## config.mk

```make
export PLATFORM = sky130hd
export DESIGN_NAME = ocp_fault_timer
export DESIGN_NICKNAME = d
export VERILOG_FILES = /design/src/rtl/ocp_pkg.sv /design/src/rtl/ocp_datapath.sv /design/src/rtl/ocp_control.sv /design/src/rtl/ocp_fault_timer.sv
export SDC_FILE = /design/constraint.sdc
export NUM_CORES = 1
export LEC_CHECK = 0
export ABC_CLOCK_PERIOD_IN_PS = 2660
export CAP_MARGIN = 10
export CORE_AREA = 2 2 79 81
export CTS_BUF_LIST = sky130_fd_sc_hd__clkbuf_16
export DETAILED_ROUTE_END_ITERATION = 16
export DIE_AREA = 0 0 81 83
export GPL_TIMING_DRIVEN = 1
export PLACE_DENSITY = 0.8
export RECOVER_POWER = 25
export SLEW_MARGIN = 20
export SYNTH_ARGS = -nofsm -noshare
export SYNTH_HDL_FRONTEND = slang
export SYNTH_SLANG_ARGS = --single-unit
```

## constraint.sdc

```tcl
create_clock -name clk -period 2.66 [get_ports clk]
set_input_delay 0.532 -clock clk [delete_from_list [all_inputs] [get_ports clk]]
set_output_delay 0.532 -clock clk [all_outputs]
set_load 0.01 [all_outputs]
```

## src/rtl/ocp_pkg.sv

```systemverilog
package ocp_pkg;

  typedef enum logic [1:0] {
    ST_RUN   = 2'd0,
    ST_DELAY = 2'd1,
    ST_OFF   = 2'd2
  } brState_t;

  // strobes from control to the per-bridge timer
  typedef struct packed {
    logic loadDelay;
    logic loadOff;
    logic countDown;
  } timerCmd_t;

endpackage

```

## src/rtl/ocp_datapath.sv

```systemverilog
module ocp_datapath
  import ocp_pkg::*;
#(
  parameter int NUM_BR  = 2,
  parameter int TW      = 16,
  parameter int ON_LAG  = 10,
  parameter int OFF_LAG = 5
) (
  input  logic              clk,
  input  logic              rstN,
  input  logic [NUM_BR-1:0] ocTrip,
  input  logic [TW-1:0]     delayCycles,
  input  logic [TW-1:0]     offCycles,
  input  timerCmd_t         cmd [NUM_BR],
  output logic [NUM_BR-1:0] ocFilt,
  output logic [NUM_BR-1:0] timerZero
);

  localparam int MAX_LAG = (ON_LAG > OFF_LAG) ? ON_LAG : OFF_LAG;
  localparam int LW      = $clog2(MAX_LAG + 1);
  localparam logic [LW-1:0] ON_LIM  = LW'(ON_LAG - 1);
  localparam logic [LW-1:0] OFF_LIM = LW'(OFF_LAG - 1);

  for (genvar b = 0; b < NUM_BR; b++) begin : g_br
    logic [LW-1:0] runCnt;
    logic          filtQ;
    logic [TW-1:0] timer;

    // glitch filter: the output follows the raw level only after an unbroken run
    always_ff @(posedge clk) begin
      if (!rstN) begin
        runCnt <= '0;
        filtQ  <= 1'b0;
      end else if (ocTrip[b] == filtQ) begin
        runCnt <= '0;
      end else if (runCnt == (filtQ ? OFF_LIM : ON_LIM)) begin
        runCnt <= '0;
        filtQ  <= ocTrip[b];
      end else begin
        runCnt <= runCnt + 1'b1;
      end
    end

    always_ff @(posedge clk) begin
      if (!rstN) begin
        timer <= '0;
      end else if (cmd[b].loadDelay) begin
        timer <= delayCycles;
      end else if (cmd[b].loadOff) begin
        timer <= offCycles;
      end else if (cmd[b].countDown && timer != '0) begin
        timer <= timer - 1'b1;
      end
    end

    assign ocFilt[b]    = filtQ;
    assign timerZero[b] = (timer == '0);
  end

endmodule

```

## src/rtl/ocp_control.sv

```systemverilog
module ocp_control
  import ocp_pkg::*;
#(
  parameter int NUM_BR = 2
) (
  input  logic              clk,
  input  logic              rstN,
  input  logic [NUM_BR-1:0] ocFilt,
  input  logic              gangEn,
  input  logic [NUM_BR-1:0] timerZero,
  output timerCmd_t         cmd [NUM_BR],
  output logic [NUM_BR-1:0] offWin
);

  logic anyFault;
  assign anyFault = |ocFilt;

  for (genvar b = 0; b < NUM_BR; b++) begin : g_fsm
    brState_t st, stNext;
    logic     trig;

    assign trig = gangEn ? anyFault : ocFilt[b];

    always_comb begin
      stNext = st;
      cmd[b] = '0;
      unique case (st)
        ST_RUN: begin
          if (trig) begin
            stNext           = ST_DELAY;
            cmd[b].loadDelay = 1'b1;
          end
        end
        ST_DELAY: begin
          if (timerZero[b]) begin
            stNext         = ST_OFF;
            cmd[b].loadOff = 1'b1;
          end else begin
            cmd[b].countDown = 1'b1;
          end
        end
        ST_OFF: begin
          if (timerZero[b]) stNext = ST_RUN;
          else              cmd[b].countDown = 1'b1;
        end
        default: stNext = ST_RUN;
      endcase
    end

    always_ff @(posedge clk) begin
      if (!rstN) st <= ST_RUN;
      else       st <= stNext;
    end

    assign offWin[b] = (st == ST_OFF);
  end

endmodule

```

## src/rtl/ocp_fault_timer.sv

```systemverilog
module ocp_fault_timer
  import ocp_pkg::*;
#(
  parameter int NUM_BR  = 2,
  parameter int TW      = 16,
  parameter int ON_LAG  = 10,
  parameter int OFF_LAG = 5
) (
  input  logic              clk,
  input  logic              rstN,
  input  logic [NUM_BR-1:0] enReq,
  input  logic [NUM_BR-1:0] ocTrip,
  input  logic              thermalFault,
  input  logic              gangEn,
  input  logic [TW-1:0]     delayCycles,
  input  logic [TW-1:0]     offCycles,
  output logic [NUM_BR-1:0] faultN,
  output logic [NUM_BR-1:0] gatedEn
);

  timerCmd_t         cmd [NUM_BR];
  logic [NUM_BR-1:0] ocFilt;
  logic [NUM_BR-1:0] timerZero;
  logic [NUM_BR-1:0] offWin;

  ocp_datapath #(
    .NUM_BR(NUM_BR), .TW(TW), .ON_LAG(ON_LAG), .OFF_LAG(OFF_LAG)
  ) u_dp (
    .clk(clk), .rstN(rstN), .ocTrip(ocTrip),
    .delayCycles(delayCycles), .offCycles(offCycles),
    .cmd(cmd), .ocFilt(ocFilt), .timerZero(timerZero)
  );

  ocp_control #(.NUM_BR(NUM_BR)) u_ctl (
    .clk(clk), .rstN(rstN), .ocFilt(ocFilt), .gangEn(gangEn),
    .timerZero(timerZero), .cmd(cmd), .offWin(offWin)
  );

  assign faultN  = ~(ocFilt | {NUM_BR{thermalFault}});
  assign gatedEn = enReq & ~offWin & {NUM_BR{~thermalFault}};

endmodule

```

Word-level counts from Yosys, hierarchy flattened --
Cells that the tools add are included. W data, S select, Z words.
Cells by class: bitwise gates (word level) 9, multiplexer cells 30, add/sub/neg operators 4, reduce and logical (&&, ||, !) cells 19, equality and inequality tests 14
Operator list (number):
- $mux W16 | 6
- $logic_not A16 Y1 | 2
- $reduce_bool A16 Y1 | 2
- $sub A16 B1 Y16 const B | 2
- $mux W1 | 14
- $mux W2 | 6
- $pmux W2 S3 | 2
- $add A4 B1 Y4 const B | 2
- $eq A4 B4 Y1 | 2
- $mux W4 | 2
- $ne A2 B2 Y1 const B | 4
- $reduce_and A3 Y1 | 2
- $reduce_bool A3 Y1 | 2
- $reduce_or A2 Y1 | 3
- $reduce_or A3 Y1 | 2
- $and A2 B2 Y2 | 2
- $eq A2 B1 Y1 const B | 2
- $eq A2 B2 Y1 const B | 2
- $logic_not A2 Y1 | 2
- $ne A2 B1 Y1 const B | 2
- $not A1 Y1 | 4
- $not A2 Y2 | 2
- $reduce_and A2 Y1 | 2
- $eq A1 B1 Y1 | 2
- other kinds (2) | 3
Word-level totals: register bits 46, input bits 40

Logic depth before layout (Yosys ltp) --
Gate-level depths: netlist of the first run.
word-level depth 7, depth in mapped cells 9

Cells and area by module --
A second synthesis of the first run with hierarchy kept.
Unflattened totals: cells, all modules 385, area total of the unflattened synthesis 3150.5 um^2
Modules (own cells, without submodules):
- ocp_datapath | cells each 343, area each 2783.9 um^2, seq. area each 840.8 um^2, instances 1
- ocp_control | cells each 38, area each 344.1 um^2, seq. area each 80.1 um^2, instances 1
- ocp_fault_timer | cells each 4, area each 22.5 um^2, seq. area each 0.0 um^2, instances 1

Least setup slack after synthesis of the first run --
OpenSTA, ideal clock, no wires.
path type register -> register, start reg u_dp.g_br[0].timer[0], end reg u_dp.g_br[0].timer[2], slack 0.547 ns, clock period less this slack 2.113 ns, arrival 2.043 ns, cell stages (with the launch flop) 9, path buffers 0, cell sequence dfxtp_1 -> inv_1 -> ha_1 -> nor4b_2 -> nand4_4 -> mux2i_4 -> or3_1 -> a211o_1 -> a21boi_1
On the way: cells in the longest elaborated chain, start to end 5
Ends and longest elaborated chain:
- from (decl) | line ocp_datapath.sv:27 | logic [TW-1:0] timer;
- from (signal assigned) | line ocp_datapath.sv:48 | timer <= delayCycles;
- from (signal assigned) | line ocp_datapath.sv:50 | timer <= offCycles;
- from (signal assigned) | line ocp_datapath.sv:52 | timer <= timer - 1'b1;
- parallel branches: the longest is 5 deep, another holds $sub A16 B1 Y16
Parallel ways; which one is timed is not known. The select of a mux whose other input is x is not followed. A chain may end at the register's enable or synchronous reset.

Worst setup path after layout of the first run --
start reg u_dp.g_br[1].timer[10], end reg u_dp.g_br[1].timer[7]
On the way: cells in the longest elaborated chain, start to end 5
Ends and longest elaborated chain:
- from (decl) | line ocp_datapath.sv:27
- from (signal assigned) | line ocp_datapath.sv:48
- from (signal assigned) | line ocp_datapath.sv:50
- from (signal assigned) | line ocp_datapath.sv:52
- $logic_not A16 Y1 | line ocp_datapath.sv:57 | assign timerZero[b] = (timer == '0);
- $mux W1 (on tied branches) | line ocp_control.sv:35, ocp_control.sv:43
- $mux W1 (on tied branches)
- $mux W16 / $logic_and A1 B1 Y1 (equally long branches) | line ocp_datapath.sv:49, ocp_datapath.sv:51
- $mux W16 / $reduce_bool A3 Y1 (equally long branches)
Parallel ways exist; a longest one is shown, timed or not.

==> flow_metrics.tcl, run 1 <==
set metrics [dict create \
    run_status "finished, final reports clean" \
    dp.cells 494 \
    rows 28 \
    synth_common_cells "46 x dfxtp_1, 36 x nand2_1, 33 x nor2_1" \
    maxCapViolations 0 \
    drcViolationCount 0 \
    cts_made_buffers 5 \
    first_pass_iters 5 \
    cp-start-kind "register" \
    grt_usage_pct 26.5 \
    num-nets-final 476 \
    p_sw_mw 0.333 \
    p_comb_share_pct 7.5 \
    globalRoute.totalOverflow 0 \
    fin_hold_ws_ns 0.477 \
    p_int_mw 1.20 \
    synth_edf_count 0 \
    final_layout_size_suffix_gt1_share_pct 9.37 \
    clk_path_buf_depth 2 \
    clkPwrFrac_pct 47.3 \
    rsz0062_at_grt "no" \
    crit_required_ns 2.84 \
    io_pins 44 \
    power.density_nw_per_um2 402 \
    yosysWarnings 0 \
    ys_types 61 \
    die_area_um2 6720 \
    slew_headroom_pct 54.7 \
    die-width_um 81 \
    fin_ws_ns 0.337 \
    yosysSeqAreaShare_pct 29.5 \
    hp-class "register to register" \
    ir_drop_uv 337 \
    cts_tree "done" \
    post-synth-top-count-cell "dfxtp_1" \
    via_per_inst 6.18 \
    final.setup_skew_ns 0.00931 \
    core-area_um2 5820 \
    post_dp_cell_area_um2 3650 \
    min_path_cells 1 \
    critPathCaptureType "register" \
    hold_buffers 0 \
    fp.dieH_um 83 \
    insertion_delay_ns 0.30 \
    finalSetupTns_ns 0 \
    worstPathArrival_ns 2.50 \
    path_clk_slew_ns 0.07 \
    wirelength_mm 8.53 \
    synthArstFlopShare_pct 0 \
    tightestPinTransition_ns 0.680 \
    path_class "register to register" \
    cts.sinks 46 \
    final_cell_area_um2 3820 \
    yosysTopAreaCell "dfxtp_1" \
    setup_viol 0 \
    fmax_mhz 431 \
    grt_pass1_vias 2924 \
    period_share_pct 87.3 \
    place_ws_ns 0.314 \
    portBuffers 43 \
    synth_nets 432 \
    antenna_cells 0 \
    hold_violations 0 \
    cp_max_fo 18 \
    drv_slew 0 \
    grt_pass1_wl_mm 14.3 \
    ys.flop_type "dfxtp_1" \
    p_leak_nw 1.50 \
    fin_cells 502 \
    cts-resized-gates 0 \
    gp_congestion 0.939 \
    antenna_found_initial 0 \
    ant_nets 0 \
    synthToLayoutAreaGrowth_pct 22.5 \
    netlist.area_leader.share_pct 29.5 \
    vias 3104 \
    clock_tree.root_cell "clkbuf_16" \
    drt-wirelength-per-cell_um 17.0 \
    syn-mean-instance-area_um2 8.17 \
    grt_max_degree 38 \
    drt_iter0_drc 277 \
    p_seq_share_pct 45.2 \
    netlist_instances 382 \
    synth_area_leaders "dfxtp_1 30%, nand2_1 4.3%, o21ai_0 4.2%, ha_1 4.0%, nor2_1 4.0%" \
    hpwlAfterDp_mm 6.40 \
    finalCriticalPeriod_ns 2.32 \
    initial_utilization_pct 53.7 \
    htreeDepth 2 \
    reg2reg_depth 6 \
    swShare_pct 21.7 \
    syn_area_um2 3120 \
    cts_setup_buffers 0 \
    ys_seq_elements 46 \
]
==> sequential cells by signal (all words and copies together), names as in the netlist <==
signal and count:
u_ctl.g_fsm.st 4, u_dp.g_br.filtQ 2, u_dp.g_br.runCnt 8, u_dp.g_br.timer 32
==> final cells by class <==
class	count	area [µm²]
clock inverter	3	45.0
timing repair buffer	54	510
sequential	46	921
multi-input combinational	305	2070
inverter	14	52.6
fill	503	1990
clock buffer	5	125
tap	75	93.8
==> worst paths after layout <==
check / to / startpoint / slack [ns]
setup / recovery: u_dp.g_br[1].timer[7] / u_dp.g_br[1].timer[10] / 0.34
hold / removal: u_dp.g_br[1].runCnt[0] / u_dp.g_br[1].runCnt[0] / 0.48
setup reg to reg: u_dp.g_br[1].timer[7] / u_dp.g_br[1].timer[10] / 0.34
hold reg to reg: u_dp.g_br[1].runCnt[0] / u_dp.g_br[1].runCnt[0] / 0.48
==> per-stage QoR <==
| stage | utilization [%] | power, mW |
|---|---|---|
| 3_3_place_gp | 62.8 | 0.822 |
| 6_report | 65.7 | 1.54 |
| 3_5_place_dp | 62.8 | 0.822 |
| 5_1_grt | 65.7 | 1.57 |
| 2_1_floorplan | - | 0.738 |
| 4_1_cts | 65.7 | 1.53 |
==> cell usage in the layout, fill, tap and decap left out, types with 3 or more instances in the layout <==
master           synthesis  final
inv_1                   14     14
dfxtp_1                 46     46
xor2_1                  10     10
mux2i_1                  4      4
nand2b_1                 3      3
clkbuf_16                0      5
a21oi_1                 19     19
nand3_1                 24     24
nor3b_1                  5      5
a21boi_0                 4      4
o21ai_0                 26     26
o22ai_1                  5      5
a31oi_1                  4      4
a211o_1                  3      3
nor4_2                   3      3
nand2_1                 36     36
clkdlybuf4s50_1          0     42
nor3_1                   8      8
a211oi_1                 5      5
ha_1                    10     10
o221a_1                  3      3
o211a_1                  7      7
a21o_1                   3      3
nor2b_1                  6      6
a21boi_1                 6      6
o211ai_1                13     13
buf_4                    0     10
nand4_1                  7      7
o21ai_1                  4      4
nor2_1                  33     33
xnor2_1                 12     12
or4_1                    3      3
==> critical path: stages, from the launching register on <==
cell	delay [ns]
dfxtp_1	0.39
or4_4	0.59
nor3_4	0.20
nand3_1	0.31
nand3_2	0.39
nand2_1	0.11
o221a_1	0.23
==> routing by layer <==
metal / global-route usage (%) / share of wire (%) / wire [µm] / up-vias
met2: 41.5 / 47 / 4020 / 116
met3: 3.37 / 5.7 / 484 / 19
met1: 38.0 / 45 / 3860 / 1463
met5: 0 / 0 / 0 / -
li1: - / - / - / 1506
met4: 7.09 / 1.9 / 158 / 0
==> power groups by stage <==
stage          combinational (mW)  sequential (mW)  clock [mW]
3_3_place_gp                0.112            0.710           0
5_1_grt                     0.122            0.695       0.755
3_5_place_dp                0.112            0.710           0
6_report                    0.115            0.694       0.726
4_1_cts                     0.114            0.695       0.725
2_1_floorplan              0.0286            0.710           0
==> kinds of logic after synthesis <==
| kind of cell | after synthesis | synth area share [%] |
|---|---|---|
| and+or+nand+nor | 154 | 29.4 |
| AOI/OAI and AO/OA | 113 | 24.5 |
| DFF | 46 | 29.5 |
| buffers and inverters | 31 | 4.05 |
| xor gates and xnor gates | 22 | 6.17 |
| adders and majority gates | 10 | 4.01 |
| muxes | 6 | 2.37 |
Power figures use the tool's default switching activity.
==> run 2, diff against run 1 <==
- CORE_AREA: 2 2 79 81 -> 2 2 99 101
- DIE_AREA: 0 0 81 83 -> 0 0 101 103
- PLACE_DENSITY: 0.8 -> 0.55
==> flow_metrics.tcl, run 2 (synthesis results as in run 1) <==
set metrics [dict create \
    vias 2913 \
    reg2reg_depth 7 \
    cts-resized-gates 0 \
    final.setup_skew_ns 0.00509 \
    top_regs "u_dp.g_br.timer (32), u_dp.g_br.runCnt (8), u_ctl.g_fsm.st (4)" \
    wirelength_mm 8.74 \
    gp_congestion 0.854 \
    worstPathArrival_ns 2.53 \
    num-nets-final 476 \
    portBuffers 43 \
    crit_required_ns 2.84 \
    io_pins 44 \
    core-area_um2 9460 \
    rr_startpoint "u_dp.g_br[1].timer[0]" \
    critPathCaptureType "register" \
    r2r_slack_ns 0.32 \
    globalRoute.totalOverflow 0 \
    die-width_um 101 \
    dp.cells 533 \
    hold_violations 0 \
    p_leak_nw 1.51 \
    htreeDepth 2 \
    path_class "register to register" \
    insertion_delay_ns 0.29 \
    fp.dieH_um 103 \
    timing.rr.end "u_dp.g_br[1].timer[3]" \
    fin_cells 541 \
    min_path_cells 1 \
    first_pass_iters 4 \
    path_clk_slew_ns 0.07 \
    slew_headroom_pct 67.9 \
    crit_buf_inv 1 \
    ant_nets 0 \
    cts.sinks 46 \
    clk_path_buf_depth 2 \
    worstHoldStart "u_dp.g_br[1].runCnt[0]" \
    top_register "u_dp.g_br.timer" \
    clock_tree.root_cell "clkbuf_16" \
    rsz0062_at_grt "no" \
    run_status "finished, final reports clean" \
    grt_max_degree 39 \
    antenna_found_initial 0 \
    cpMaxStageDelayCell "o221a_1" \
    grt_usage_pct 17.3 \
    final_common_cell "dfxtp_1" \
    hp-class "register to register" \
    cts_made_buffers 5 \
    finalSetupTns_ns 0 \
    grt_pass1_vias 2678 \
    power.density_nw_per_um2 397 \
    drv_slew 0 \
    die_area_um2 10400 \
    final_layout_size_suffix_gt1_share_pct 9.13 \
    cts_tree "done" \
    ir_drop_uv 221 \
    setup_viol 0 \
    largest_register_ffs 32 \
    cp_max_fo 18 \
    final_core_util_pct 41.0 \
    hold_buffers 0 \
    rows 36 \
    antenna_cells 0 \
    period_share_pct 88.1 \
    drt-wirelength-per-cell_um 16.1 \
    synthToLayoutAreaGrowth_pct 24.4 \
    hold_end "u_dp.g_br[1].runCnt[0]" \
    drt_iter0_drc 114 \
    critical-path-max-stage-delay_ns 0.37 \
    maxCapViolations 0 \
    grt_pass1_wl_mm 14.2 \
    layout_common_cells "46 x dfxtp_1, 42 x clkdlybuf4s50_1, 36 x nand2_1" \
    drcViolationCount 0 \
    via_per_inst 5.38 \
    tightestPinTransition_ns 0.480 \
    finalCriticalPeriod_ns 2.34 \
    fmax_mhz 427 \
    initial_utilization_pct 33.0 \
    crit_chain "inv_1, ha_1, nor3b_2, nand3_1, o21ai_2, nand3_2, o221a_1" \
    cp-start-kind "register" \
    fin_ws_ns 0.316 \
    hpwlAfterDp_mm 6.76 \
    fill_cells 971 \
    place_ws_ns 0.298 \
    critPathTopFamily "simple AND/OR/NAND/NOR gates" \
    cts_setup_buffers 0 \
]
-- run 2: metrics by stage --
stage	power (mW)	cell area, µm²	hold slack, ns
4_1_cts	1.56	3880	0.491
3_3_place_gp	0.829	3710	0.458
2_1_floorplan	0.738	3120	0.437
5_1_grt	1.60	3880	0.518
3_5_place_dp	0.829	3710	0.475
6_report	1.54	3880	0.484
-- run 2: final cells by class --
class | instances | area (µm²) | area share, %
multi-input cells | 305 | 2070 | 53.4
flip-flops and latches | 46 | 921 | 23.7
repair buffers | 54 | 526 | 13.5
well taps | 114 | 143 | 3.68
clock buffers | 5 | 125 | 3.22
inverters | 14 | 52.6 | 1.35
clock inverters | 3 | 41.3 | 1.06
-- run 2: how the worst max path moves through the flow --
stage,startpoint,endpoint,cells after the start
final,u_dp.g_br[1].timer[0],u_dp.g_br[1].timer[3],7
after global routing,u_dp.g_br[1].timer[0],u_dp.g_br[1].timer[7],7
after CTS,thermalFault,gatedEn[0],3
after detailed placement,gangEn,u_dp.g_br[0].timer[8],7
after global placement,gangEn,u_dp.g_br[0].timer[8],7
after floorplan,u_dp.g_br[0].timer[0],u_dp.g_br[0].timer[2],8
-- run 2: where the power goes --
group / switching (mW) / leakage [nW] / internal, mW
logic: 0.0487 / 1.06 / 0.0702
registers: 0.00320 / 0.371 / 0.691
clock network: 0.286 / 0.0812 / 0.441
total: 0.338 / 1.51 / 1.20
-- run 2: routing by layer --
| layer | share of wire [%] | global-route usage [%] |
|---|---|---|
| met2 | 48 | 28.3 |
| met3 | 2.5 | 2.31 |
| met4 | 0.55 | 3.95 |
| met5 | 0 | 0 |
| met1 | 49 | 24.4 |
-- run 2: worst reg2reg max path, delay by kind of cell (launching register included) --
kind                       cells  cell delay, ns
and+or+nand+nor                3            0.92
AOI/OAI and AO/OA              2            0.68
DFF                            1            0.36
adders and majority gates      1            0.20
buffers and inverters          1            0.08
